[src/rtl/wu_pkg.sv]
package wu_pkg;
  typedef enum logic [1:0] {
    ST_IDLE = 2'd0,
    ST_EMIT = 2'd1,
    ST_PAD  = 2'd2
  } wu_phase_e;
endpackage

[src/rtl/wu_accept.sv]
module wu_accept
  import wu_pkg::*;
#(
  parameter bit LEVEL_START = 1'b0
) (
  input  wu_phase_e phase_i,
  input  logic      pad_end_i,
  input  logic      slow_ce_i,
  input  logic      load_req_i,
  output logic      go_o
);
  logic start_ok;
  logic slot_free;

  generate
    if (LEVEL_START) begin : g_level
      assign start_ok = load_req_i;
    end else begin : g_edge
      assign start_ok = load_req_i & slow_ce_i;
    end
  endgenerate

  assign slot_free = (phase_i == ST_IDLE) | pad_end_i;
  assign go_o      = start_ok & slot_free;
endmodule

[src/rtl/wu_fsm.sv]
module wu_fsm
  import wu_pkg::*;
#(
  parameter int BYTES   = 3,
  parameter int PAD_CYC = 1,
  parameter int LANE_W  = 2,
  parameter int PAD_W   = 1
) (
  input  logic              clk_i,
  input  logic              rst_ni,
  input  logic              go_i,
  output wu_phase_e         phase_o,
  output logic [LANE_W-1:0] lane_o,
  output logic              pad_end_o
);
  wu_phase_e         phase_q;
  logic [LANE_W-1:0] lane_q;
  logic [PAD_W-1:0]  pad_q;
  logic              last_lane;
  logic              pad_end;

  assign last_lane = (lane_q == LANE_W'(BYTES - 1));
  assign pad_end   = (phase_q == ST_PAD) && (pad_q == PAD_W'(PAD_CYC - 1));

  always_ff @(posedge clk_i or negedge rst_ni) begin
    if (!rst_ni) begin
      phase_q <= ST_IDLE;
      lane_q  <= '0;
      pad_q   <= '0;
    end else begin
      unique case (phase_q)
        ST_IDLE: begin
          if (go_i) begin
            phase_q <= ST_EMIT;
            lane_q  <= '0;
          end
        end
        ST_EMIT: begin
          if (last_lane) begin
            phase_q <= ST_PAD;
            pad_q   <= '0;
          end else begin
            lane_q <= lane_q + 1'b1;
          end
        end
        ST_PAD: begin
          if (pad_end) begin
            phase_q <= go_i ? ST_EMIT : ST_IDLE;
            lane_q  <= '0;
          end else begin
            pad_q <= pad_q + 1'b1;
          end
        end
        default: phase_q <= ST_IDLE;
      endcase
    end
  end

  assign phase_o   = phase_q;
  assign lane_o    = lane_q;
  assign pad_end_o = pad_end;
endmodule

[src/rtl/wu_hold.sv]
module wu_hold #(
  parameter int BYTE_W = 8,
  parameter int BYTES  = 3,
  parameter int LANE_W = 2,
  parameter int WORD_W = BYTE_W * BYTES
) (
  input  logic              clk_i,
  input  logic              rst_ni,
  input  logic              load_i,
  input  logic [WORD_W-1:0] word_i,
  input  logic              emit_i,
  input  logic [LANE_W-1:0] lane_i,
  output logic [BYTE_W-1:0] byte_o
);
  logic [WORD_W-1:0] word_q;
  logic [BYTE_W-1:0] lanes [BYTES];

  always_ff @(posedge clk_i or negedge rst_ni) begin
    if (!rst_ni)     word_q <= '0;
    else if (load_i) word_q <= word_i;
  end

  // lane 0 is the most significant byte
  for (genvar k = 0; k < BYTES; k++) begin : g_lane
    assign lanes[k] = word_q[WORD_W-1-k*BYTE_W -: BYTE_W];
  end

  always_comb begin
    byte_o = '0;
    if (emit_i) begin
      for (int k = 0; k < BYTES; k++) begin
        if (lane_i == LANE_W'(k)) byte_o = lanes[k];
      end
    end
  end
endmodule

[src/rtl/word_unpacker.sv]
module word_unpacker
  import wu_pkg::*;
#(
  parameter int BYTE_W      = 8,
  parameter int BYTES       = 3,
  parameter int RATIO       = 4,
  parameter bit LEVEL_START = 1'b0,
  localparam int WORD_W     = BYTE_W * BYTES
) (
  input  logic              clk_i,
  input  logic              rst_ni,
  input  logic              slow_ce_i,
  input  logic              load_req_i,
  input  logic [WORD_W-1:0] word_i,
  output logic [BYTE_W-1:0] byte_o,
  output logic              wr_o,
  output logic              busy_o
);
  localparam int PAD_CYC = RATIO - BYTES;
  localparam int LANE_W  = (BYTES > 1) ? $clog2(BYTES) : 1;
  localparam int PAD_W   = (PAD_CYC > 1) ? $clog2(PAD_CYC) : 1;

  wu_phase_e         phase;
  logic [LANE_W-1:0] lane;
  logic              pad_end;
  logic              go;
  logic              emit;

  wu_accept #(.LEVEL_START(LEVEL_START)) u_accept (
    .phase_i   (phase),
    .pad_end_i (pad_end),
    .slow_ce_i (slow_ce_i),
    .load_req_i(load_req_i),
    .go_o      (go)
  );

  wu_fsm #(
    .BYTES  (BYTES),
    .PAD_CYC(PAD_CYC),
    .LANE_W (LANE_W),
    .PAD_W  (PAD_W)
  ) u_fsm (
    .clk_i    (clk_i),
    .rst_ni   (rst_ni),
    .go_i     (go),
    .phase_o  (phase),
    .lane_o   (lane),
    .pad_end_o(pad_end)
  );

  assign emit = (phase == ST_EMIT);

  wu_hold #(
    .BYTE_W(BYTE_W),
    .BYTES (BYTES),
    .LANE_W(LANE_W)
  ) u_hold (
    .clk_i (clk_i),
    .rst_ni(rst_ni),
    .load_i(go),
    .word_i(word_i),
    .emit_i(emit),
    .lane_i(lane),
    .byte_o(byte_o)
  );

  assign wr_o   = emit;
  assign busy_o = (phase != ST_IDLE);
endmodule

[config.mk]
export PLATFORM = sky130hd
export DESIGN_NAME = word_unpacker
export DESIGN_NICKNAME = d
export VERILOG_FILES = /design/src/rtl/wu_pkg.sv /design/src/rtl/wu_accept.sv /design/src/rtl/wu_fsm.sv /design/src/rtl/wu_hold.sv /design/src/rtl/word_unpacker.sv
export SDC_FILE = /design/constraint.sdc
export NUM_CORES = 1
export LEC_CHECK = 0
export BUFFER_PORTS_ARGS = -buffer_cell sky130_fd_sc_hd__buf_2
export CORE_MARGIN = 2
export CORE_UTILIZATION = 45
export CTS_CLUSTER_DIAMETER = 200
export DETAILED_ROUTE_END_ITERATION = 10
export GPL_ROUTABILITY_DRIVEN = 0
export PLACE_DENSITY = 0.69
export RECOVER_POWER = 25
export SLEW_MARGIN = 25
export SYNTH_ARGS = -nofsm -noshare
export SYNTH_HDL_FRONTEND = slang
export SYNTH_SLANG_ARGS = --single-unit
[constraint.sdc]
create_clock -name clk_i -period 1.9 [get_ports clk_i]
set_input_delay 0 -clock clk_i [delete_from_list [all_inputs] [get_ports clk_i]]
set_output_delay 0 -clock clk_i [all_outputs]
set_load 0.005 [all_outputs]
## Yosys cells after proc, flatten, opt, wreduce, memory -nomap -nowiden

Cells that the tools add are included.

- Add/sub/neg operators: 2
- Eq/ne operators: 9
- Mux-type cells: 16
- Bitwise logic cells: 4
- Reductions and logical operators: 9

Operators by type and width:

| operator | number |
|---|---|
| $mux W8 | 4 |
| $mux W2 | 6 |
| $pmux W2 S3 | 2 |
| $ne A2 B2 Y1 const B | 3 |
| $reduce_and A3 Y1 | 2 |
| $eq A2 B1 Y1 const B | 2 |
| $eq A2 B2 Y1 const B | 2 |
| $logic_not A2 Y1 | 2 |
| $ne A2 B1 Y1 const B | 2 |
| $reduce_and A4 Y1 | 1 |
| $reduce_bool A2 Y1 | 2 |
| $mux W1 | 3 |
| $reduce_bool A3 Y1 | 1 |
| $add A2 B1 Y2 const B | 1 |
| $and A1 B1 Y1 | 2 |
| $pmux W1 S2 | 1 |
| $add A1 B1 Y1 const B | 1 |
| $logic_and A1 B1 Y1 | 1 |
| $not A1 Y1 | 1 |
| $or A1 B1 Y1 | 1 |

- Flip-flop bits (word level): 29
- Bits of input ports: 28
- Output and inout port bits: 10
- Word-level logic and storage cells: 44

## Logic depth before layout (Yosys ltp)

Gate-level depths: netlist of run 1.

- Word-level depth: 7
- Depth in mapped cells: 7
- Mapped depth without buffers: 5

## Modules after synthesis

From an unflattened synthesis of run 1, not the netlist that was laid out.

- Cell total of the unflattened synthesis: 113
- Area, all modules: 1,436.4 µm²

Modules (own cells, without submodules):

| module | instances | cells each | area an instance (µm²) |
|---|---|---|---|
| wu_hold | 1 | 86 | 1,168.6 |
| wu_fsm | 1 | 23 | 241.5 |
| wu_accept | 1 | 2 | 13.8 |
| word_unpacker | 1 | 2 | 12.5 |

## Worst setup path after synthesis of run 1

Ideal clock, no wire load.

- Kind: register to register
- From: reg u_fsm.phase_q[0], in the netlist u_fsm.phase_o[0]
- To: reg u_hold.word_q[0], in the netlist u_hold.lanes[0]
- Data arrival time: 1.535 ns
- Data required time: 1.775 ns
- Setup slack: 0.240 ns
- Cell stages (with the launch flop): 7
- Period minus slack after synthesis: 1.660 ns
- Cells stage by stage: dfrtp_1 inv_1 ha_1 nor2b_4 o21ai_4 buf_12 mux2_4

- Cells in the longest elaborated chain, start to end: 4
- Elaborated cells on any way between the ends: 5

Ends and longest elaborated chain:

| element | RTL line | text |
|---|---|---|
| start: declaration | wu_fsm.sv:16 | `wu_phase_e phase_q;` |
| start signal: assignment | wu_fsm.sv:48 | `phase_q <= go_i ? ST_EMIT : ST_IDLE;` |
| $eq A2 B2 Y1 | wu_fsm.sv:23 | `assign pad_end = (phase_q == ST_PAD) && (pad_q == PAD_W'(PAD_CYC - 1));` |
| $logic_and A1 B1 Y1 | wu_fsm.sv:23 |  |
| $or A1 B1 Y1 * | wu_accept.sv:23 | `assign slot_free = (phase_i == ST_IDLE) \| pad_end_i;` |
| $and A1 B1 Y1 * | wu_accept.sv:24 | `assign go_o = start_ok & slot_free;` |
| end signal: assignment | wu_hold.sv:20 | `else if (load_i) word_q <= word_i;` |
| end: declaration | wu_hold.sv:15 | `logic [WORD_W-1:0] word_q;` |

Every way passes the cells marked *; elsewhere a longest branch is shown, timed or not.
A chain may end at the register's enable or synchronous reset.

## Worst setup path after layout of run 1

- From: reg u_fsm.lane_q[1], in the netlist u_fsm.lane_o[1]
- To: out byte_o[4]

- Cells in the longest elaborated chain, start to end: 5
- Elaborated cells on any way between the ends: 7

Ends and longest elaborated chain:

| element | RTL line | text |
|---|---|---|
| start: declaration | wu_fsm.sv:17 | `logic [LANE_W-1:0] lane_q;` |
| start signal: assignment | wu_fsm.sv:43 | `lane_q <= lane_q + 1'b1;` |
| $logic_not A2 Y1 | wu_hold.sv:32 | `if (lane_i == LANE_W'(k)) byte_o = lanes[k];` |
| $mux W8 (2 in series) | wu_hold.sv:32 |  |
| $mux W8 * | wu_hold.sv:32 |  |
| $mux W8 * | wu_hold.sv:30 | `if (emit_i) begin` |
| end: declaration | word_unpacker.sv:15 | `output logic [BYTE_W-1:0] byte_o,` |

Marks and branches as above.

==> key figures, run 1 <==
Status
  • Status: complete, but fails checks
  • Violated checks: capacitance limit, slew limit

Detailed routing
  • Post-Route WL: around 3.4 mm
  • DRT Pass-1 Iters: 4
  • Final ANT Viol Nets: 0
  • Post-route DRC: 0
  • Routed WL per cell: roughly 15 um
  • Via count: 1162
  • First DRT Iteration DRCs: 54
  • DR vias/cell: 5.05

Global route
  • Top Usage Layer GRT: met2
  • Residual overflow from global routing: 0
  • Gr usage total: a little under a fifth
  • Met3 usage in global routing: 5.36%
  • First-pass GRT wire length: 5.85 mm
  • Met1 GRT Util: 24.1%
  • Met2 Usage GRT: 30.5%
  • Vias in the first global route: 1231
  • Initial antenna violation count: 0
  • Largest net degree at the start of global routing: 30

Timing
  • F_max: 558 MHz
  • Slew HR: -0.364%
  • # setup viols final: 0
  • Setup_tns: 0 ns
  • Fin. Hold Viols: 0
  • Crit path time final: 1.79 ns
  • Final period util: 94.4%
  • Unrepaired setup endpoints after global routing: false
  • Max Clock Skew: 0.00229 ns
  • Worst-margin pin slew: 1.51 ns
  • Final slew viol count: 29

Floorplanning
  • Row count: 21
  • Ports: 38
  • CORE AREA: approximately 0.0034 mm^2
  • Starting density of the core: 47.5%
  • Die H: ~64 um
  • Die Width: 63.6 um
  • Full die area: 0.00404 mm^2

Critical path
  • Setup CP Type: reg2out
  • CP max FO: 8
  • Crit path DAT: 1.79 ns
  • Reg2reg path depth: 5
  • Setup crit start kind: flop
  • Required time worst endpoint: 1.90 ns
  • R2r setup slk: 0.18 ns
  • Reg-to-reg endpoint: u_hold.lanes[9]$_DFFE_PN0P_
  • Worst setup EP type: primary output
  • Reg2reg start: u_fsm.phase_o[1]$_DFFE_PN0P_

Power and ir drop
  • Clock power frac: a little over an eighth
  • Pwr Density: 1280 mW/mm^2
  • Pint: between 1500 and 2000 uW
  • Net Switching: 862 uW
  • Leak pwr: 0.00111 uW
  • Switching Share: 31.1%
  • Sequential Power Share: 39.2%
  • Comb power frac: 47.7%
  • Worst VDD drop: 0.686 mV

Clocking
  • Clk_lat worst skew: 0.31 ns
  • CTS sink cnt: 29
  • CTS Buf Count: 5
  • CTS HTree Levels: 2
  • Reg clk slew, reported paths: 0.08 ns
  • Root Driver: clkbuf_4
  • CTS max path bufs: 2
  • CTS tree: done

Placement
  • PortBufs: 37
  • DP HPWL: 2.31 mm

Cells and area
  • Ant diodes: 0
  • Area Growth Syn to Fin: 35.1%
  • Commonest non-fill, non-tap cell in the layout: buf_2
  • Final net count: around 220
  • Most frequent cells in the layout: 36 x buf_2, 29 x dfrtp_1, 25 x dlygate4sd3_1
  • Layout cell share with drive strength beyond 1: 41.8%
  • Layout Utilization: 64.1%

Synth
  • Syn Inst Count: around 110
  • Syn nets: 151
  • Sequential area share after synthesis: a little under half
  • YS warnings: 0
  • Post-synthesis cell area: 0.00160 mm^2
  • Yosys reg bits: 29
  • Library cells used by synthesis: 25
  • Post-Synthesis Mean Instance Area: 14.0 um^2

Min path
  • Hold Startpoint: slow_ce_i
  • Worst Hold Depth: 4
  • Hold Crit Class: in2reg
  • Hold endpoint: u_fsm.phase_o[0]$_DFFE_PN0P_

Run
  • Max_cap viols: 1
-- layout make-up --
class | instances | area (um^2)
inverters | 5 | 18.8
multi-input cells | 75 | 796
well taps | 46 | 57.6
clock buffers | 7 | 55.1
flip-flops and latches | 29 | 726
fillers | 292 | 1210
repair buffers | 68 | 504
-- how the worst max path moves through the flow --
| stage | from | to | slack (ns) | depth (start not counted) |
|---|---|---|---|---|
| 5_1_grt | u_fsm.lane_o[1]$_DFFE_PN0P_ | byte_o[4] | 0.009 | 6 |
| 4_1_cts | u_fsm.lane_o[0]$_DFFE_PN0P_ | byte_o[0] | 0.1 | 6 |
| 3_3_place_gp | u_fsm.phase_o[1]$_DFFE_PN0P_ | u_hold.lanes[9]$_DFFE_PN0P_ | 0.22 | 5 |
| 3_5_place_dp | u_fsm.phase_o[1]$_DFFE_PN0P_ | u_hold.lanes[8]$_DFFE_PN0P_ | 0.17 | 5 |
| 6_report | u_fsm.lane_o[1]$_DFFE_PN0P_ | byte_o[4] | 0.11 | 6 |
| 2_1_floorplan | u_fsm.phase_o[0]$_DFFE_PN0P_ | u_hold.lanes[0]$_DFFE_PN0P_ | 0.24 | 6 |
-- critical path: stages (launching register included) --
cell     delay, ns
dfrtp_1       0.38
inv_1         0.07
ha_1          0.22
buf_4         0.18
a221o_1       0.31
and3_1        0.19
buf_2         0.13
-- flip-flops by register name, summed over array words and instances (netlist names) --
signal and flops:
u_fsm.phase_o 2, u_hold.lanes 24, u_fsm.lane_o 2, u_fsm.pad_q 1
-- cells by family after synthesis --
logic type      after synthesis  share of synthesized area [%]
mux                          26                           23.3
fa+ha+maj                     9                           7.05
buf+inv                      10                           5.17
flops                        29                           45.5
compound gates               15                           9.09
simple gates                 25                           9.95
-- per-layer routing --
layer	routed length, um	vias to the layer above
li1	-	554
met5	0	-
met4	44	0
met2	1620	32
met3	154	6
met1	1550	570
-- power groups by stage --
stage / Sequential, uW / Clock [uW] / Combinational [uW]
floorplan: 1030 / 0 / 1000
global placement: 1090 / 0 / 1230
detailed placement: 1090 / 0 / 1260
CTS: 1090 / 381 / 1320
global route: 1120 / 412 / 1450
finish: 1090 / 363 / 1320
-- cells in the mapped netlist (all sizes together) --
cell	instances	area, um^2
dfrtp	29	726
mux2	26	372
ha	9	113
nand2b	9	56.3
a221o	8	80.1
and3	8	50.1
buf	5	63.8
inv	5	18.8
nand2	2	7.51
nand3	2	10.0
nor2b	2	20.0
a21bo	1	10.0
a21boi	1	7.51
a21oi	1	5.00
a22o	1	8.76
and2	1	6.26
and3b	1	8.76
o2111ai	1	8.76
o21ai	1	16.3
o2bb2ai	1	8.76
-- metrics by stage --
stage / area, um^2 / setup slack, ns / cells / total power (uW) / hold WS, ns
final: 2160 / 0.107 / 230 / 2770 / 0.157
after floorplan: 1600 / 0.240 / 114 / 2040 / -0.296
after detailed placement: 1850 / 0.169 / 198 / 2350 / 0.0663
after global placement: 1850 / 0.224 / 198 / 2310 / 0.0520
after CTS: 2150 / 0.0967 / 230 / 2780 / 0.148
after global routing: 2160 / 0.00911 / 230 / 2980 / 0.174
-- timing repair --
item | in CTS | in global routing
hold buffers | 25 | 0
setup buffers | 0 | 0
endpoints found under the hold margin | 53 | 0
resized for setup | 1 | 1
setup endpoints to repair | 8 | 6
pin swaps | 0 | 0
(Power assumes the default switching activity.)
==> run 2, diff against run 1 <==
- SETUP_SLACK_MARGIN: default -> 0.4
==> run 2 against run 1 <==
  * The run now ends clean
  * Highest routed layer unchanged
  * Final cell count is 7.0% higher
  * Register-to-register slack better by 0.03 ns
  * Sequential share of layout area is 4.3 points lower
  * Clock skew grew 0.0090 ns
  * Critical endpoint is now byte_o[7]
  * Utilization grew 9.6 points
  * Wire length increased by 23%
  * Total power increased by 18%
==> key figures, run 2 (synthesis results as in run 1) <==
Status
  • Status: finished clean

Clocking
  • CTS max path bufs: 2
  • Reg clk slew, reported paths: about 0.1 ns
  • CTS Buf Count: 5
  • Root Driver: clkbuf_4
  • CTS tree: done
  • Clk_lat worst skew: around 0.33 ns
  • CTS sink cnt: 29
  • CTS HTree Levels: 2

Placement
  • DP HPWL: 2.31 mm
  • Cell total after placement: between 150 and 200
  • Dpl ws: 0.147 ns
  • PortBufs: 37

Run
  • Max_cap viols: 0

Timing
  • F_max: 555 MHz
  • Slew HR: 56.7%
  • Setup ws final: between 0.09 and 0.1 ns
  • Crit path time final: between 1.5 and 2 ns
  • Worst-margin pin slew: 0.649 ns
  • Fin. Hold Viols: 0
  • Final slew viol count: 0
  • # setup viols final: 0
  • Setup_tns: 0 ns
  • Max Clock Skew: 0.0113 ns
  • Unrepaired setup endpoints after global routing: true
  • Final period util: 94.8%

Min path
  • Worst Hold Depth: 4
  • Hold Crit Class: in2reg
  • Hold Startpoint: slow_ce_i

Cells and area
  • Area Growth Syn to Fin: 55.3%
  • Ant diodes: 0
  • Commonest non-fill, non-tap cell in the layout: buf_2
  • Most frequent cells in the layout: 36 x buf_2, 28 x dfrtp_1, 26 x mux2_4
  • Fillers: about 250
  • Largest register FFs: 24
  • Final std cells w/o fill: between 200 and 250
  • Layout cell share with drive strength beyond 1: around 55%
  • Final net count: 237

Detailed routing
  • Via count: 1241
  • Final ANT Viol Nets: 0
  • DR vias/cell: about 5
  • Post-route DRC: 0
  • Post-Route WL: 4.13 mm
  • First DRT Iteration DRCs: 52
  • Routed WL per cell: 16.8 um
  • DRT Pass-1 Iters: 4

Floorplanning
  • Ports: 38
  • Die Width: between 60 and 70 um
  • Starting density of the core: 47.5%
  • Die H: approximately 64 um
  • CORE AREA: 0.00336 mm^2
  • Row count: 21
  • Full die area: 0.00404 mm^2

Power and ir drop
  • Worst VDD drop: 0.741 mV
  • Leak pwr: 0.00125 uW
  • Pwr Density: between 1000 and 1500 mW/mm^2
  • Final Power: 3270 uW

Critical path
  • CP max FO: 4
  • Setup crit start kind: flop
  • Reg2reg start: u_fsm.phase_o[1]$_DFFE_PN0P_
  • Crit path DAT: 1.80 ns
  • CP startpoint: u_fsm.lane_o[0]$_DFFE_PN0P_
  • Worst setup EP type: primary output
  • Required time worst endpoint: about 1.9 ns
  • Setup CP Type: reg2out
  • Reg2reg path depth: 6

Global route
  • First-pass GRT wire length: 6.55 mm
  • Initial antenna violation count: 0
  • Vias in the first global route: 1336
  • Residual overflow from global routing: 0
  • Largest net degree at the start of global routing: 30
  • Gr usage total: 21.7%
==> run 2: routing by layer <==
| layer | GRT usage [%] | routed length, um |
|---|---|---|
| met1 | 26.6 | 1750 |
| met2 | 36.2 | 2130 |
| met3 | 4.82 | 164 |
| met4 | 9.78 | 90 |
| met5 | 0 | 0 |
==> run 2: power breakdown <==
group          total, uW  switching [uW]  internal (uW)
combinational       1770             634           1140
clock                382             208            174
sequential          1120             212            909
total               3270            1050           2220
==> run 2: path summary, 6_finish.rpt <==
kind | end | slack [ns]
max | byte_o[7] | 0.1
min | u_fsm.phase_o[0]$_DFFE_PN0P_ | 0.16
max reg2reg | u_hold.lanes[1]$_DFFE_PN0P_ | 0.21
min reg2reg | u_hold.lanes[7]$_DFFE_PN0P_ | 0.52
max in group asynchronous | u_fsm.phase_o[0]$_DFFE_PN0P_ | 1.22
min in group asynchronous | u_hold.lanes[8]$_DFFE_PN0P_ | 0.23
==> run 2: timing repair <==
item | 4_1_cts | 5_1_grt
endpoints found under the hold margin | 53 | 0
endpoints found under the setup margin | 35 | 34
resized for setup | 24 | 18
pin swaps | 1 | 14
setup buffers | 9 | 6
hold buffers | 25 | 0
cloned | 3 | 0
==> run 2: area by class of cell <==
| class | count | area [um^2] | share of cell area [%] |
|---|---|---|---|
| Inverter | 5 | 18.8 | 0.757 |
| Multi-Input combinational cell | 75 | 903 | 36.4 |
| Tap cell | 46 | 57.6 | 2.32 |
| Clock buffer | 7 | 55.1 | 2.22 |
| Timing Repair Buffer | 84 | 717 | 28.9 |
| Sequential cell | 29 | 727 | 29.3 |
==> run 2: through the flow <==
stage	util, %	hold WS [ns]	instance area, um^2
finish	73.7	0.162	2480
global route	73.7	0.179	2480
CTS	69.9	0.142	2350
detailed placement	54.1	0.0543	1820
global placement	54.1	0.0563	1820
floorplan	-	-0.296	1600
==> run 2: critical path: stages, from the launching register on <==
cell and delay [ns]:
dfrtp_1 0.41, buf_6 0.13, ha_4 0.17, buf_6 0.12
a221o_1 0.35, and3_1 0.17, buf_2 0.12
